$ cat src/rtl/uart_cfg_pkg.sv
// Package: shared constants, register targets and the register-set record
// for the banked serial-port configuration block.
package uart_cfg_pkg;

    localparam int          DW      = 8;
    localparam int          AW      = 3;
    localparam logic [7:0]  ENH_KEY = 8'hBF;
    localparam logic [2:0]  MODE_OFF = 3'h7;

    // Register a decoded address reaches (write and read sides differ).
    typedef enum logic [3:0] {
        TG_NONE, TG_DLL, TG_DLH, TG_IER, TG_FCR, TG_LCR, TG_MCR,
        TG_EFR,  TG_MDR, TG_TCR, TG_TLR, TG_SPR, TG_IIR, TG_ZERO
    } tgt_e;

    typedef struct packed {
        logic [7:0] dll;
        logic [7:0] dlh;
        logic [7:0] ier;
        logic [7:0] fcr;
        logic [7:0] lcr;
        logic [7:0] mcr;
        logic [7:0] efr;
        logic [2:0] mdr;
        logic [7:0] tcr;
        logic [7:0] tlr;
        logic [7:0] spr;
    } regs_t;

    localparam regs_t REGS_RST = '{
        dll: 8'h00, dlh: 8'h00, ier: 8'h00, fcr: 8'h00, lcr: 8'h00,
        mcr: 8'h00, efr: 8'h00, mdr: MODE_OFF, tcr: 8'h00, tlr: 8'h00,
        spr: 8'h00
    };

endpackage

$ cat src/rtl/uart_cfg_decode.sv
// Module: address decoder. Maps the 3-bit address to a write target and a
// read target from the current line-control value and the unlock bits.
// Assumes: purely combinational; key mode implies divisor mode (BFh bit 7 = 1).
module uart_cfg_decode
    import uart_cfg_pkg::*;
(
    input  logic [AW-1:0] addr,
    input  logic [7:0]    lcr,
    input  logic          efr_unlock,
    input  logic          mcr_trig,
    output tgt_e          wr_tgt,
    output tgt_e          rd_tgt
);
    logic key_mode;
    logic div_mode;
    logic trig_vis;

    // Mode flags derived from line control and unlock bits.
    always_comb begin
        key_mode = (lcr == ENH_KEY);
        div_mode = lcr[7];
        trig_vis = efr_unlock & mcr_trig & ~lcr[7];
    end

    // Per-address target selection.
    always_comb begin
        wr_tgt = TG_NONE;
        rd_tgt = TG_ZERO;
        case (addr)
            3'd0: begin
                wr_tgt = div_mode ? TG_DLL : TG_NONE;
                rd_tgt = div_mode ? TG_DLL : TG_ZERO;
            end
            3'd1: begin
                wr_tgt = div_mode ? TG_DLH : TG_IER;
                rd_tgt = wr_tgt;
            end
            3'd2: begin
                wr_tgt = key_mode ? TG_EFR : TG_FCR;
                rd_tgt = key_mode ? TG_EFR : TG_IIR;
            end
            3'd3: begin
                wr_tgt = TG_LCR;
                rd_tgt = TG_LCR;
            end
            3'd4: begin
                wr_tgt = key_mode ? TG_MDR : TG_MCR;
                rd_tgt = wr_tgt;
            end
            3'd5: begin
                wr_tgt = TG_NONE;
                rd_tgt = TG_ZERO;
            end
            3'd6: begin
                wr_tgt = trig_vis ? TG_TCR : TG_NONE;
                rd_tgt = trig_vis ? TG_TCR : TG_ZERO;
            end
            default: begin
                wr_tgt = trig_vis ? TG_TLR : TG_SPR;
                rd_tgt = wr_tgt;
            end
        endcase
    end
endmodule

$ cat src/rtl/uart_cfg_regs.sv
// Module: register storage. Applies one host write per cycle to the decoded
// target, honouring the protected-field rules, and returns to defaults on clr.
// Assumes: wr_en already masked during soft reset; clr has priority over writes.
module uart_cfg_regs
    import uart_cfg_pkg::*;
(
    input  logic          clk,
    input  logic          rst_n,
    input  logic          clr,
    input  logic          wr_en,
    input  tgt_e          wr_tgt,
    input  logic [DW-1:0] wdata,
    output regs_t         q
);
    logic unlock;

    // Protected-field unlock comes from the stored extended-feature bit 4.
    always_comb unlock = q.efr[4];

    // Register update: reset, soft clear, or gated host write.
    always_ff @(posedge clk) begin
        if (!rst_n || clr) begin
            q <= REGS_RST;
        end else if (wr_en) begin
            case (wr_tgt)
                TG_DLL: q.dll <= wdata;
                TG_DLH: q.dlh <= wdata;
                TG_IER: q.ier <= unlock ? wdata : {q.ier[7:4], wdata[3:0]};
                TG_FCR: if (unlock) q.fcr <= wdata;
                TG_LCR: q.lcr <= wdata;
                TG_MCR: q.mcr <= unlock ? wdata : {q.mcr[7:5], wdata[4:0]};
                TG_EFR: q.efr <= wdata;
                TG_MDR: q.mdr <= wdata[2:0];
                TG_TCR: q.tcr <= wdata;
                TG_TLR: q.tlr <= wdata;
                TG_SPR: q.spr <= wdata;
                default: ;
            endcase
        end
    end
endmodule

$ cat src/rtl/uart_cfg_sreset.sv
// Module: software-reset sequencer. A start pulse holds busy for RST_CYCLES
// clocks; busy drops by itself when the count runs out.
// Assumes: start is only raised while idle.
module uart_cfg_sreset #(
    parameter int RST_CYCLES = 4
) (
    input  logic clk,
    input  logic rst_n,
    input  logic start,
    output logic busy
);
    localparam int CW = $clog2(RST_CYCLES + 1);

    logic [CW-1:0] cnt;

    // Down-counter loaded on start.
    always_ff @(posedge clk) begin
        if (!rst_n)          cnt <= '0;
        else if (start)      cnt <= CW'(RST_CYCLES);
        else if (cnt != '0)  cnt <= cnt - 1'b1;
    end

    // Busy while the count is non-zero.
    always_comb busy = (cnt != '0);
endmodule

$ cat src/rtl/uart_cfg_bank.sv
// Module: top of the banked configuration register file. Ties the decoder,
// storage and soft-reset sequencer together and forms read data and outputs.
// Assumes: single-cycle host write strobes; reads are combinational.
module uart_cfg_bank
    import uart_cfg_pkg::*;
#(
    parameter int RST_CYCLES = 4
) (
    input  logic          clk,
    input  logic          rst_n,
    input  logic          host_we,
    input  logic [2:0]    host_addr,
    input  logic [7:0]    host_wdata,
    output logic [7:0]    host_rdata,
    input  logic          soft_reset_wr,
    output logic [7:0]    sys_ctrl,
    output logic [7:0]    sys_stat,
    input  logic          cts_n,
    output logic          tx_break,
    output logic          tx_hold,
    output logic          core_en,
    output logic [15:0]   baud_div,
    output logic [7:0]    fifo_cfg
);
    regs_t regs_q;
    tgt_e  wr_tgt;
    tgt_e  rd_tgt;
    logic  soft_busy;
    logic  soft_start;
    logic  clr;
    logic  wr_en;

    // Soft-reset start, clear and write masking.
    always_comb begin
        soft_start = soft_reset_wr & ~soft_busy;
        clr        = soft_start | soft_busy;
        wr_en      = host_we & ~soft_busy;
    end

    uart_cfg_decode u_dec (
        .addr       (host_addr),
        .lcr        (regs_q.lcr),
        .efr_unlock (regs_q.efr[4]),
        .mcr_trig   (regs_q.mcr[6]),
        .wr_tgt     (wr_tgt),
        .rd_tgt     (rd_tgt)
    );

    uart_cfg_regs u_regs (
        .clk    (clk),
        .rst_n  (rst_n),
        .clr    (clr),
        .wr_en  (wr_en),
        .wr_tgt (wr_tgt),
        .wdata  (host_wdata),
        .q      (regs_q)
    );

    uart_cfg_sreset #(.RST_CYCLES(RST_CYCLES)) u_srst (
        .clk   (clk),
        .rst_n (rst_n),
        .start (soft_start),
        .busy  (soft_busy)
    );

    // Read multiplexer driven by the decoded read target.
    always_comb begin
        case (rd_tgt)
            TG_DLL:  host_rdata = regs_q.dll;
            TG_DLH:  host_rdata = regs_q.dlh;
            TG_IER:  host_rdata = regs_q.ier;
            TG_LCR:  host_rdata = regs_q.lcr;
            TG_MCR:  host_rdata = regs_q.mcr;
            TG_EFR:  host_rdata = regs_q.efr;
            TG_MDR:  host_rdata = {5'b0, regs_q.mdr};
            TG_TCR:  host_rdata = regs_q.tcr;
            TG_TLR:  host_rdata = regs_q.tlr;
            TG_SPR:  host_rdata = regs_q.spr;
            TG_IIR:  host_rdata = 8'h01;
            default: host_rdata = 8'h00;
        endcase
    end

    // Line, enable, divisor and status outputs.
    always_comb begin
        tx_break = regs_q.lcr[6];
        tx_hold  = regs_q.efr[7] & cts_n;
        core_en  = (regs_q.mdr == 3'h0);
        baud_div = {regs_q.dlh, regs_q.dll};
        fifo_cfg = regs_q.fcr;
        sys_ctrl = {6'b0, soft_busy, 1'b0};
        sys_stat = {7'b0, ~soft_busy};
    end
endmodule

$ cat config.mk
export PLATFORM = sky130hd
export DESIGN_NAME = uart_cfg_bank
export DESIGN_NICKNAME = d
export VERILOG_FILES = /design/src/rtl/uart_cfg_pkg.sv /design/src/rtl/uart_cfg_decode.sv /design/src/rtl/uart_cfg_regs.sv /design/src/rtl/uart_cfg_sreset.sv /design/src/rtl/uart_cfg_bank.sv
export SDC_FILE = /design/constraint.sdc
export NUM_CORES = 1
export LEC_CHECK = 0
export ABC_AREA = 1
export BUFFER_PORTS_ARGS = -buffer_cell sky130_fd_sc_hd__buf_2
export CORE_ASPECT_RATIO = 1.2
export CORE_UTILIZATION = 60
export CTS_CLUSTER_SIZE = 25
export DETAILED_ROUTE_END_ITERATION = 7
export PLACE_DENSITY = 0.82
export SKIP_LAST_GASP = 1
export SYNTH_ARGS = -nofsm -noshare
export SYNTH_HDL_FRONTEND = slang
export SYNTH_SLANG_ARGS = --single-unit
$ cat constraint.sdc
create_clock -name clk -period 2.95 [get_ports clk]
set_input_delay 0.295 -clock clk [delete_from_list [all_inputs] [get_ports clk]]
set_output_delay 0.295 -clock clk [all_outputs]
set_load 0.05 [all_outputs]
* Yosys cells after proc, flatten, opt, wreduce, memory -nomap -nowiden
Index checks and enable logic that the tools add are counted.
** Cells by class
- Reductions and logical operators :: 20
- Muxes and demuxes :: 14
- Eq/ne operators :: 29
- $add $sub $neg :: 1
- Bitwise gates (word level) :: 9
** Operators with widths (count)
- one-hot mux 8 bit (11 select lines) :: 1
- one-hot mux 4 bit (7 select lines) :: 2
- == test 4 bit, second input constant :: 9
- == test 4 x 3 -> 1 bit, second input constant :: 7
- AND reduction 2 bit :: 10
- == test 4 x 2 -> 1 bit, second input constant :: 4
- 2-to-1 mux 4 bit :: 4
- == test 3 bit, second input constant :: 3
- 2-to-1 mux 3 bit :: 3
- AND reduction 3 bit :: 3
- == test 4 x 1 -> 1 bit, second input constant :: 2
- == test 8 bit, second input constant :: 1
- == test 3 x 2 -> 1 bit, second input constant :: 2
- logical NOT 3 bit :: 2
- AND 1 bit :: 5
- == test 3 x 1 -> 1 bit, second input constant :: 1
- 2-to-1 mux 1 bit :: 3
- NOT 1 bit :: 3
- nonzero test 3 bit :: 1
- subtractor 3 x 1 -> 3 bit, second input constant :: 1
- 2-to-1 mux 2 bit :: 1
- nonzero test 2 bit :: 1
- OR reduction 2 bit :: 1
- logical NOT 1 bit :: 1
- other kinds (2) :: 2
** Word-level totals
- Input bits :: 16
- Output and inout port bits :: 51
- Flip-flop bits (word level) :: 86

* Depth between registers and ports, before layout
Gate-level depths: netlist of run 1.
- Word-level depth :: 6
- Depth in mapped cells :: 12

* Hierarchy
Synthesis of run 1 repeated with hierarchy kept, for this count alone.
** Unflattened totals
- Cell total of the unflattened synthesis :: 789
- Area, all modules :: 4784.6 um2
** By module, submodules not included
- uart_cfg_regs :: area an instance 3402.0 um2, instances 1, cells an instance 500
- uart_cfg_bank :: area an instance 930.9 um2, instances 1, cells an instance 204
- uart_cfg_decode :: area an instance 272.8 um2, instances 1, cells an instance 58
- uart_cfg_sreset :: area an instance 178.9 um2, instances 1, cells an instance 27

* Worst setup path after synthesis of run 1
OpenSTA, ideal clock, no wires.
- Kind :: flip-flop to output port
- Start :: register u_regs.q[49] (netlist name)
- End :: output port host_rdata[4]
- Stages on the path, launching flop included :: 12
- Data arrival time :: 2.009 ns
- Path slack :: 0.646 ns
- Data required time :: 2.655 ns
- Path buffers :: 1
- Cells stage by stage :: dfxtp_1 -> inv_1 -> nand2_2 -> nor2_4 -> nand2_4 -> nand2_4 -> nand2_1 -> nor2_4 -> a21oi_4 -> buf_6 -> nand3_1 -> nand3b_1
** Between the ends
- Cells in the longest elaborated chain, start to end :: 5
- Elaborated cells between the ends (all ways) :: 16
- Those cells by class :: eq/ne: 12; mux: 4
** RTL lines
- == test 8 bit * :: RTL line uart_cfg_decode.sv:20 : key_mode = (lcr == ENH_KEY);
- 2-to-1 mux 4 bit, on equally long branches :: RTL line uart_cfg_decode.sv:40, uart_cfg_decode.sv:47
- one-hot mux 4 bit (7 select lines) * :: RTL line uart_cfg_decode.sv:29 : case (addr)
- == test 4 bit, or another cell as far along :: RTL line uart_cfg_bank.sv:68 : case (rd_tgt)
- one-hot mux 8 bit (11 select lines) * :: RTL line uart_cfg_bank.sv:68
- end, declared :: RTL line uart_cfg_bank.sv:14 : output logic [7:0] host_rdata,
Mark *: on every way between the ends. The rest lies on a longest branch, timed or not.

* Final worst setup path of run 1
- Start :: register u_regs.q[46] (netlist name)
- End :: output port host_rdata[3]
** Between the ends
- Cells in the longest elaborated chain, start to end :: 5
- Elaborated cells between the ends (all ways) :: 16
- Those cells by class :: eq/ne: 12; mux: 4
** RTL lines (RTL line)
- == test 8 bit :: uart_cfg_decode.sv:20
- 2-to-1 mux 4 bit, on equally long branches :: uart_cfg_decode.sv:40, uart_cfg_decode.sv:47
- one-hot mux 4 bit (7 select lines) :: uart_cfg_decode.sv:29
- == test 4 bit, or another cell as far along :: uart_cfg_bank.sv:68
- one-hot mux 8 bit (11 select lines) * :: uart_cfg_bank.sv:68
Marked as above.

==> results of run 1 <==
worst max-delay path by stage:
stage / end / slack [ns] / depth (start not counted)
global placement: host_rdata[0] / 0.63 / 11
CTS: host_rdata[0] / 0.19 / 11
global route: host_rdata[0] / 0.01 / 11
floorplan: host_rdata[4] / 0.65 / 11
detailed placement: host_rdata[0] / 0.60 / 11
finish: host_rdata[3] / 0.15 / 9
worst max-delay path, stage by stage, from the launching register on:
cell,delay [ns]
dfxtp_1,0.38
nand2_1,0.07
nor2_1,0.28
nand2_4,0.17
nor2_8,0.19
nor2_4,0.07
a21oi_4,0.33
nand3_1,0.20
nand4_1,0.14
buf_2,0.28
area by class of cell:
| type | instances | share of cell area, % |
|---|---|---|
| Multi-Input combinational cell | 398 | 44.2 |
| Sequential cell | 86 | 38.4 |
| Timing Repair Buffer | 58 | 6.81 |
| Inverter | 44 | 3.74 |
| Clock buffer | 9 | 2.76 |
| Tap cell | 87 | 2.43 |
| Clock inverter | 7 | 1.65 |
cell usage in the layout, fill, tap and decap left out, drive strengths merged, types with 3 or more instances in the layout:
| master | synthesis | final |
|---|---|---|
| dfxtp | 86 | 86 |
| clkbuf | 6 | 9 |
| nand3 | 36 | 36 |
| o21ai | 51 | 51 |
| a22o | 3 | 3 |
| clkinv | 4 | 7 |
| nand2 | 126 | 126 |
| inv | 40 | 44 |
| nand4 | 10 | 10 |
| nor2 | 58 | 58 |
| a21oi | 78 | 78 |
| o211ai | 4 | 4 |
| a211oi | 3 | 3 |
| buf | 50 | 58 |
| conb | 1 | 14 |
| o22ai | 3 | 3 |
| nand3b | 4 | 4 |
sequential cells by signal, summed over array words and instances, names as in the netlist:
| register | cells |
|---|---|
| u_regs.q | 83 |
| u_srst.cnt | 3 |
layer usage:
layer  GRT usage, %  wire [um]
met5              0          0
met4           15.4        355
met3           4.66        644
met2           51.0       5110
met1           40.9       4760
power by group:
part	switching [uW]	internal [uW]
logic	420	127
registers	17.9	1180
clock network	487	333
synthesized netlist by cell type, types with 2 or more instances:
| cell type | instances | share of area [%] |
|---|---|---|
| nand4_1 | 9 | 1.3 |
| nor2_4 | 10 | 2.7 |
| clkbuf_1 | 6 | 0.54 |
| ha_1 | 2 | 0.60 |
| o22ai_1 | 3 | 0.45 |
| inv_2 | 8 | 0.71 |
| buf_2 | 6 | 0.71 |
| buf_4 | 42 | 7.5 |
| o211ai_1 | 4 | 0.71 |
| dfxtp_1 | 86 | 41 |
| nor2_1 | 44 | 3.9 |
| nand2_4 | 2 | 0.54 |
| nand3b_1 | 4 | 0.71 |
| nand3_1 | 35 | 4.2 |
| a22o_1 | 3 | 0.63 |
| a211oi_1 | 3 | 0.54 |
| nand2_1 | 119 | 11 |
| clkinv_1 | 4 | 0.36 |
| a21oi_1 | 76 | 9.0 |
| nor2_2 | 3 | 0.45 |
| nand2_2 | 5 | 0.74 |
| o21ai_0 | 51 | 6.1 |
| inv_1 | 31 | 2.8 |
kinds of logic (layout without fill, tap and decap cells):
kind of cell | after synthesis | count (layout) | synth area share (%)
simple gates | 239 | 239 | 27.0
flops | 86 | 86 | 41.0
buf+inv | 100 | 118 | 13.1
xor+xnor | 1 | 1 | 0.208
compound gates | 142 | 142 | 18.0
other cells | 1 | 14 | 0.0892
fa+ha+maj | 2 | 2 | 0.595
through the flow:
step	instance area, um^2	hold WS, ns	power, uW
after detailed placement	4280	0.456	1770
after floorplan	4250	0.430	1670
after global routing	4480	0.208	2680
after CTS	4480	0.189	2570
final	4480	0.194	2570
after global placement	4280	0.450	1750
==> summary.txt, run 1 <==
Critical path
  – Arr. time, crit path: between 2 and 3 ns
  – Register-to-Register Setup Slack: roughly 0.86 ns
  – Required time worst endpoint: approximately 2.7 ns
  – Worst-path maximum fanout: 16
  – Critical Setup Path Class: flop to output pin
  – Sort of element at the start of the critical path: flop
  – Critical path capture point type: output pin
  – Reg2reg path depth: 10
  – Beginning of the critical path: u_regs.q[46]
  – Origin of the critical flop-to-flop path: u_srst.cnt[0]
  – Capturing point of the worst reg2reg path: u_regs.q[52]

Detailed routing
  – TritonRoute pass-1 iters: 8
  – DRC violation count after routing: 0
  – Via total after detailed routing: 3806
  – Routed wire length per instance: 15.8 um
  – Remaining antenna violation count: 0
  – Violation count after the first detailed-route iteration: approximately 270
  – Overall routed net length: between 10 and 15 mm
  – Mean number of vias per cell: 5.52

Timing
  – Fin crit period: 2.80 ns
  – Final setup violating endpoints: 0
  – Worst slew margin relative to its limit: 61.6%
  – Worst clock skew on the final layout: between 0.015 and 0.02 ns
  – Final setup slack of the worst path: between 0.15 and 0.2 ns
  – Final Max Tran Viols: 0
  – RSZ-0062 raised after global routing: no
  – Setup tns final: 0 ns
  – Endpoints failing hold: 0
  – Share of the cycle needed by the critical path after routing: 94.9%
  – Max Clock Freq: between 300 and 400 MHz
  – Slew of the pin with the lowest slew margin: between 0.5 and 0.6 ns

Job
  – Max-capacitance violation count: 0

Clock network
  – Clock root buffer master: clkbuf_8
  – Post-cts repair resize count: 0
  – Clock tree from TritonCTS: yes
  – Number of buffers inserted during clock tree synthesis: 9
  – Post-CTS setup buffer count: 0
  – Clk Latency, worst-skew pair: ~0.38 ns
  – Sink Count: 86
  – Level count of the clock H-tree: 3
  – Longest Clk Path Bufs: 2
  – Number of hold-repair buffers added at the cts stage: 0
  – Clock transition time at the flip-flop clock pins of the worst setup and hold paths: around 0.090 ns

Yosys
  – Yosys warnings: 0
  – Summed instance area of the synthesized netlist: 4200 um^2
  – Most common flop cell mapped by yosys: dfxtp_1
  – Number of distinct standard cells referenced by the synthesized netlist: 38
  – Number of storage elements in the synthesis netlist: 86
  – Average cell area after synthesis: ~7.4 um^2
  – Share of async-settable or async-resettable flops after synthesis: 0%
  – Post-synthesis instance total: 571
  – Number of enable flip-flop cells after synthesis: 0
  – Sequential-to-total area share from yosys stat: 41.0%

Hold path
  – Hold worst-path end: u_srst.cnt[2]
  – Min-delay worst type: input port to flop
  – Cell depth of the worst hold path: 3
  – Start point of the worst min-delay path: rst_n

Floorplanning
  – Starting density of the core: around three fifths
  – Number of I/O pins: between 60 and 70
  – Die span in x: about 78 um
  – Die height: around 94 um
  – Number of rows created at floorplan: 33
  – Overall die area: between 7000 and 8000 um^2
  – Area of the placeable core: 6810 um^2

Pwr
  – Peak VDD IR: just over 0.6 mV
  – Total power density per cell area: between 500 and 600 nW/um^2
  – Leakage dissipation: roughly 0.0019 uW

Global route
  – Pin count of the biggest net entering global routing: 60
  – Aggregate global-route resource usage: 31.5%
  – Remaining Overflow, GRT: 0
  – Vias in the first global route: approximately 3.4k
  – Initial antenna violation count: 0
  – Wire length of the first global-routing pass: approximately 17 mm

Cells and area
  – Multi-input gate area: slightly below 2000 um^2
  – Layout-stage area growth over the synthesis result: 6.61%
  – Filler Cell Count: 623
  – Final core utilization: approximately 66%
  – Sequential Area: roughly 1700 um^2
  – Number of nets in the finished design: 615
  – Ratio of cells with drive above 1 in the final layout: 18.3%
  – Number of standard cells in the final layout excluding fillers: around 690
  – # diodes: 0

Placed design
  – Placed Instances: about 670
  – Worst setup slack before clock tree synthesis: roughly 0.60 ns
  – Gp weighted congestion: between 0.9 and 1
  – Detailed Place HPWL: roughly 8 mm
  – Port Buffer Count: 52

Status
  – Run status: completed
Power figures use the tool's default switching activity.
==> run 2: changes to the inputs <==
Settings changed: CORE_MARGIN set to 2.
==> run 2 against run 1 <==
Utilization is 0.13 points lower. Clock-buffer cell count up 1. Sequential power hardly changed.
==> summary.txt, run 2 (synthesis results as in run 1) <==
Floorplanning
  – Area of the placeable core: 6810 um^2
  – Starting density of the core: 61.7%
  – Number of I/O pins: 67
  – Die span in x: just over 80 um
  – Overall die area: 7690 um^2
  – Die height: between 90 and 100 um
  – Number of rows created at floorplan: 33

Cells and area
  – Max FFs per register: slightly above 80
  – Biggest regs: u_regs.q: 83 flops, u_srst.cnt: 3 flops
  – Number of standard cells in the final layout excluding fillers: between 600 and 700
  – Number of nets in the finished design: between 600 and 700
  – Ratio of cells with drive above 1 in the final layout: roughly 18%
  – Commonest non-fill, non-tap cells in the layout: nand2_1 (119), dfxtp_1 (86), a21oi_1 (76), buf_2 (52), o21ai_0 (51)
  – Final design instance area without fill: 4470 um^2
  – Layout-stage area growth over the synthesis result: 6.40%
  – Most common library cell in the layout ignoring fill and taps: nand2_1
  – # diodes: 0
  – Register with the highest flop count: u_regs.q

Global route
  – Initial antenna violation count: 0
  – Aggregate global-route resource usage: between 30% and 40%
  – Met3 track utilization from global routing: roughly 6.4%
  – Wire length of the first global-routing pass: 17.3 mm
  – Remaining Overflow, GRT: 0
  – Vias in the first global route: between 3k and 4k
  – Busiest layer in global routing: met2
  – Grt met2 use: between 40% and 50%
  – Global-route track usage on met1: between 30% and 40%
  – Pin count of the biggest net entering global routing: 60

Pwr
  – Combinational Power Share: a little over a fifth
  – Total power density per cell area: about 580 nW/um^2
  – Leakage dissipation: approximately 0.0019 uW
  – Switching Power: around 860 uW
  – Share of total power in the clock network: around a third
  – Peak VDD IR: approximately 0.59 mV
  – Sequential share of power: between 40% and 50%
  – Switching share of power: around a third
  – Internal power contribution: 1730 uW

Critical path
  – Arr. time, crit path: roughly 2.5 ns
  – Origin of the critical flop-to-flop path: u_srst.cnt[0]
  – Sort of element at the start of the critical path: flop
  – Beginning of the critical path: u_regs.q[50]
  – Worst-path maximum fanout: 16
  – Critical path capture point type: output pin
  – Required time worst endpoint: between 2 and 3 ns
  – Critical Setup Path Class: flop to output pin

Placed design
  – Detailed Place HPWL: between 7 and 8 mm
  – Gp weighted congestion: about 1
  – Port Buffer Count: 52
  – Placed Instances: about 670
  – Placed Area: 4270 um^2

Clock network
  – Post-CTS setup buffer count: 0
  – Post-cts repair resize count: 0
  – Number of hold-repair buffers added at the cts stage: 0
  – Clk Latency, worst-skew pair: between 0.3 and 0.4 ns
  – Clock tree from TritonCTS: yes
  – Number of buffers inserted during clock tree synthesis: 9
  – Level count of the clock H-tree: 3
  – Sink Count: 86
  – Clock transition time at the flip-flop clock pins of the worst setup and hold paths: roughly 0.090 ns
  – Clock root buffer master: clkbuf_8
  – Longest Clk Path Bufs: 2

Timing
  – Final Max Tran Viols: 0
  – RSZ-0062 raised after global routing: no
  – Worst clock skew on the final layout: 0.0104 ns
  – Fin crit period: ~2.8 ns
  – Worst slew margin relative to its limit: about 45%
  – Setup tns final: 0 ns
  – Max Clock Freq: ~360 MHz
  – Endpoints failing hold: 0
  – Final setup violating endpoints: 0
  – Share of the cycle needed by the critical path after routing: 93.3%
  – Slew of the pin with the lowest slew margin: 0.823 ns

Detailed routing
  – Via total after detailed routing: ~3.8k
  – Remaining antenna violation count: 0
  – DRC violation count after routing: 0
  – Violation count after the first detailed-route iteration: between 300 and 400
  – Routed wire length per instance: about 16 um
  – Overall routed net length: 10.8 mm
  – TritonRoute pass-1 iters: 7
  – Mean number of vias per cell: ~5.5

Hold path
  – Min-delay worst type: input port to flop
  – Start point of the worst min-delay path: rst_n

Job
  – Max-capacitance violation count: 0

Status
  – Run status: completed
## run 2: changes by cell type in the layout (fill, tap and decap cells not counted)
cell / before / now
clkinv_8: 1 / 0
inv_8: 2 / 1
clkinv_4: 2 / 1
buf_4: 6 / 4
bufinv_16: 0 / 1
clkbuf_8: 9 / 10
clkinvlp_4: 0 / 1
inv_6: 2 / 1
## run 2: power by group through the flow
stage                     clock [uW]  combinational (uW)  sequential [uW]
after floorplan                    0                 449             1230
after global placement             0                 532             1230
after detailed placement           0                 543             1230
after CTS                        864                 542             1200
after global routing             909                 594             1200
final                            849                 543             1200
## run 2: final cells by class
cell class / instances / area (um^2)
Fill cell: 614 / 2340
Multi-Input combinational cell: 398 / 1980
Sequential cell: 86 / 1720
Timing Repair Buffer: 56 / 290
Inverter: 44 / 168
Clock buffer: 10 / 138
Tap cell: 87 / 109
Clock inverter: 5 / 66.3
## run 2: final timing paths
check,endpoint,slack (ns),depth (start not counted)
setup / recovery,host_rdata[3],0.20,8
setup reg to reg,u_regs.q[49],0.80,8
hold / removal,u_srst.cnt[2],0.20,3
hold reg to reg,u_regs.q[42],0.46,2
## run 2: layer usage
layer / up-vias / part of all wire (%)
met5: - / 0
met4: 0 / 4.5
met3: 32 / 5.4
met2: 145 / 46
met1: 1698 / 44
li1: 1887 / -
## run 2: stage by stage
stage	setup WS, ns	hold slack (ns)	utilization [%]	total power [uW]
after floorplan	0.646	0.430	-	1670
after detailed placement	0.607	0.449	62.7	1770
final	0.197	0.198	65.7	2590
after global routing	0.00963	0.209	65.7	2710
after CTS	0.211	0.187	65.7	2610
after global placement	0.598	0.450	62.7	1760
## run 2: worst max-delay path, cell delays in order (launching register included)
cell and delay [ns]:
dfxtp_1 0.39, inv_2 0.13, nand3_1 0.18, nor2_4 0.31, inv_2 0.12, a21oi_4 0.40, nand3_1 0.18, nand4_1 0.12
buf_2 0.27
==> run 3: changes to the inputs <==
Settings changed: CORE_UTILIZATION 60 to 40, PLACE_DENSITY 0.82 to 0.58.
Clock period 2.95 ns to 3.45 ns, I/O delays scaled along.
==> run 3 against run 2 <==
Wire length grew 8.8%. Clock-buffer cell count grew 2. First-iteration DRC count shrank 32%. Power shrank 6.4%. Combinational power shrank 14%. Critical path depth grew 2. Non-clock buffer count shrank 2. Worst setup slack gained 0.16 ns. Via count grew 0.51%. Critical endpoint is now host_rdata[4]. Sequential power shrank 14%.
==> summary.txt, run 3 (synthesis results as in run 1) <==
Status
  – Run status: completed

Detailed routing
  – Routed wire length per instance: between 15 and 20 um
  – Violation count after the first detailed-route iteration: around 210
  – TritonRoute pass-1 iters: 5
  – Via total after detailed routing: between 3k and 4k
  – Remaining antenna violation count: 0
  – Overall routed net length: about 12 mm
  – Mean number of vias per cell: roughly 5.2
  – DRC violation count after routing: 0

Job
  – Max-capacitance violation count: 0

Timing
  – Setup tns final: 0 ns
  – Final setup slack of the worst path: 0.361 ns
  – Max Clock Freq: about 320 MHz
  – Slew of the pin with the lowest slew margin: ~0.9 ns
  – Fin crit period: 3.09 ns
  – Endpoints failing hold: 0
  – Final Max Tran Viols: 0
  – Share of the cycle needed by the critical path after routing: around nine tenths
  – Worst clock skew on the final layout: a little under 0.005 ns
  – Worst slew margin relative to its limit: roughly 40%
  – Final setup violating endpoints: 0
  – RSZ-0062 raised after global routing: no

Cells and area
  – Layout-stage area growth over the synthesis result: 9.23%
  – Biggest regs: u_regs.q: 83 flops, u_srst.cnt: 3 flops
  – Number of nets in the finished design: roughly 600
  – # diodes: 0
  – Max FFs per register: 83
  – Most common library cell in the layout ignoring fill and taps: nand2_1
  – Register with the highest flop count: u_regs.q
  – Commonest non-fill, non-tap cells in the layout: nand2_1 (119), dfxtp_1 (86), a21oi_1 (76), buf_2 (52), o21ai_0 (51)
  – Ratio of cells with drive above 1 in the final layout: 17.6%

Floorplanning
  – Number of rows created at floorplan: 41
  – Starting density of the core: 40.6%
  – Area of the placeable core: 10400 um^2
  – Die height: about 120 um
  – Die span in x: 97.6 um
  – Overall die area: ~11000 um^2
  – Number of I/O pins: 67

Placed design
  – Port Buffer Count: 52
  – Worst setup slack before clock tree synthesis: 0.820 ns
  – Gp weighted congestion: 0.940
  – Detailed Place HPWL: about 8.3 mm

Clock network
  – Sink Count: 86
  – Clk Latency, worst-skew pair: ~0.34 ns
  – Post-CTS setup buffer count: 0
  – Level count of the clock H-tree: 3
  – Clock root buffer master: clkbuf_16
  – Clock tree from TritonCTS: yes
  – Number of buffers inserted during clock tree synthesis: 9
  – Number of hold-repair buffers added at the cts stage: 0
  – Longest Clk Path Bufs: 2
  – Post-cts repair resize count: 0
  – Clock transition time at the flip-flop clock pins of the worst setup and hold paths: approximately 0.06 ns

Critical path
  – Critical path capture point type: output pin
  – Most frequent CP cell: nand2_4
  – Worst-path maximum fanout: 9
  – Sequence of cells on the critical path: nand2_1 > nor2_1 > nand2_4 > nand2_4 > nand2_2 > nor2_2 > nor2b_1 > nand3_1 > nand3b_1 > buf_2
  – Sort of element at the start of the critical path: flop
  – Delay of the slowest cell on the worst path: between 0.6 and 0.7 ns
  – Critical Setup Path Class: flop to output pin
  – Cell with the biggest individual delay on the critical path: nor2b_1
  – Arr. time, crit path: 2.74 ns
  – Required time worst endpoint: ~3.1 ns

Global route
  – Vias in the first global route: 3487
  – Initial antenna violation count: 0
  – Aggregate global-route resource usage: 21.2%
  – Wire length of the first global-routing pass: between 15 and 20 mm
  – Remaining Overflow, GRT: 0
  – Pin count of the biggest net entering global routing: 60

Hold path
  – Min-delay worst type: input port to flop

Pwr
  – Leakage dissipation: ~0.0019 uW
  – Overall Power: between 2000 and 2500 uW
  – Total power density per cell area: roughly 530 nW/um^2
  – Peak VDD IR: approximately 0.33 mV
[run 3: cell count changes in the layout (fill, tap and decap cells not counted)]
cell,delta
buf_4,-2
bufinv_16,-1
clkbuf_16,+9
clkbuf_8,-7
clkinv_2,+2
clkinvlp_4,-1
inv_6,-1
inv_8,-1
[run 3: path summary, 6_finish.rpt]
path	startpoint	endpoint	slack, ns	depth (start not counted)
worst min register to register	u_regs.q[28]	u_regs.q[28]	0.46	2
worst max-delay path	u_regs.q[44]	host_rdata[4]	0.36	10
worst min-delay path	rst_n	u_srst.cnt[2]	0.26	3
worst max register to register	u_srst.cnt[0]	u_regs.q[41]	1.22	9
[run 3: through the flow]
stage,hold slack [ns],std cells,util (%),area [um^2]
4_1_cts,0.254,726,44.3,4590
3_5_place_dp,0.458,711,41.6,4310
5_1_grt,0.281,726,44.3,4590
2_1_floorplan,0.430,584,-,4250
3_3_place_gp,0.451,711,41.6,4310
6_report,0.260,726,44.3,4590
[run 3: layout make-up]
cell class                 instances  area (um^2)
fill                            1077         5770
timing repair buffer              54          275
sequential                        86         1720
multi-input combinational        398         1980
tap                              129          161
clock inverter                     3         18.8
inverter                          44          168
clock buffer                      12          267
[run 3: report_power, final]
group	switching (uW)	leakage, uW	internal [uW]
clock	390	0.000144	542
combinational	362	0.00110	105
sequential	14.6	0.000693	1010
[run 3: per-layer routing]
layer | global-route usage, % | vias up | wire length (um)
met4 | 10.6 | 0 | 409
li1 | - | 1879 | -
met2 | 35.3 | 129 | 5510
met1 | 27.1 | 1744 | 5330
met5 | 0 | - | 0
met3 | 3.17 | 29 | 559
[run 3: worst max-delay path, delay by kind of cell (launching register included)]
family                 cells  cell delay (ns)
flip-flops                 1             0.35
AND/OR/NAND/NOR            9             1.78
buffers and inverters      1             0.27
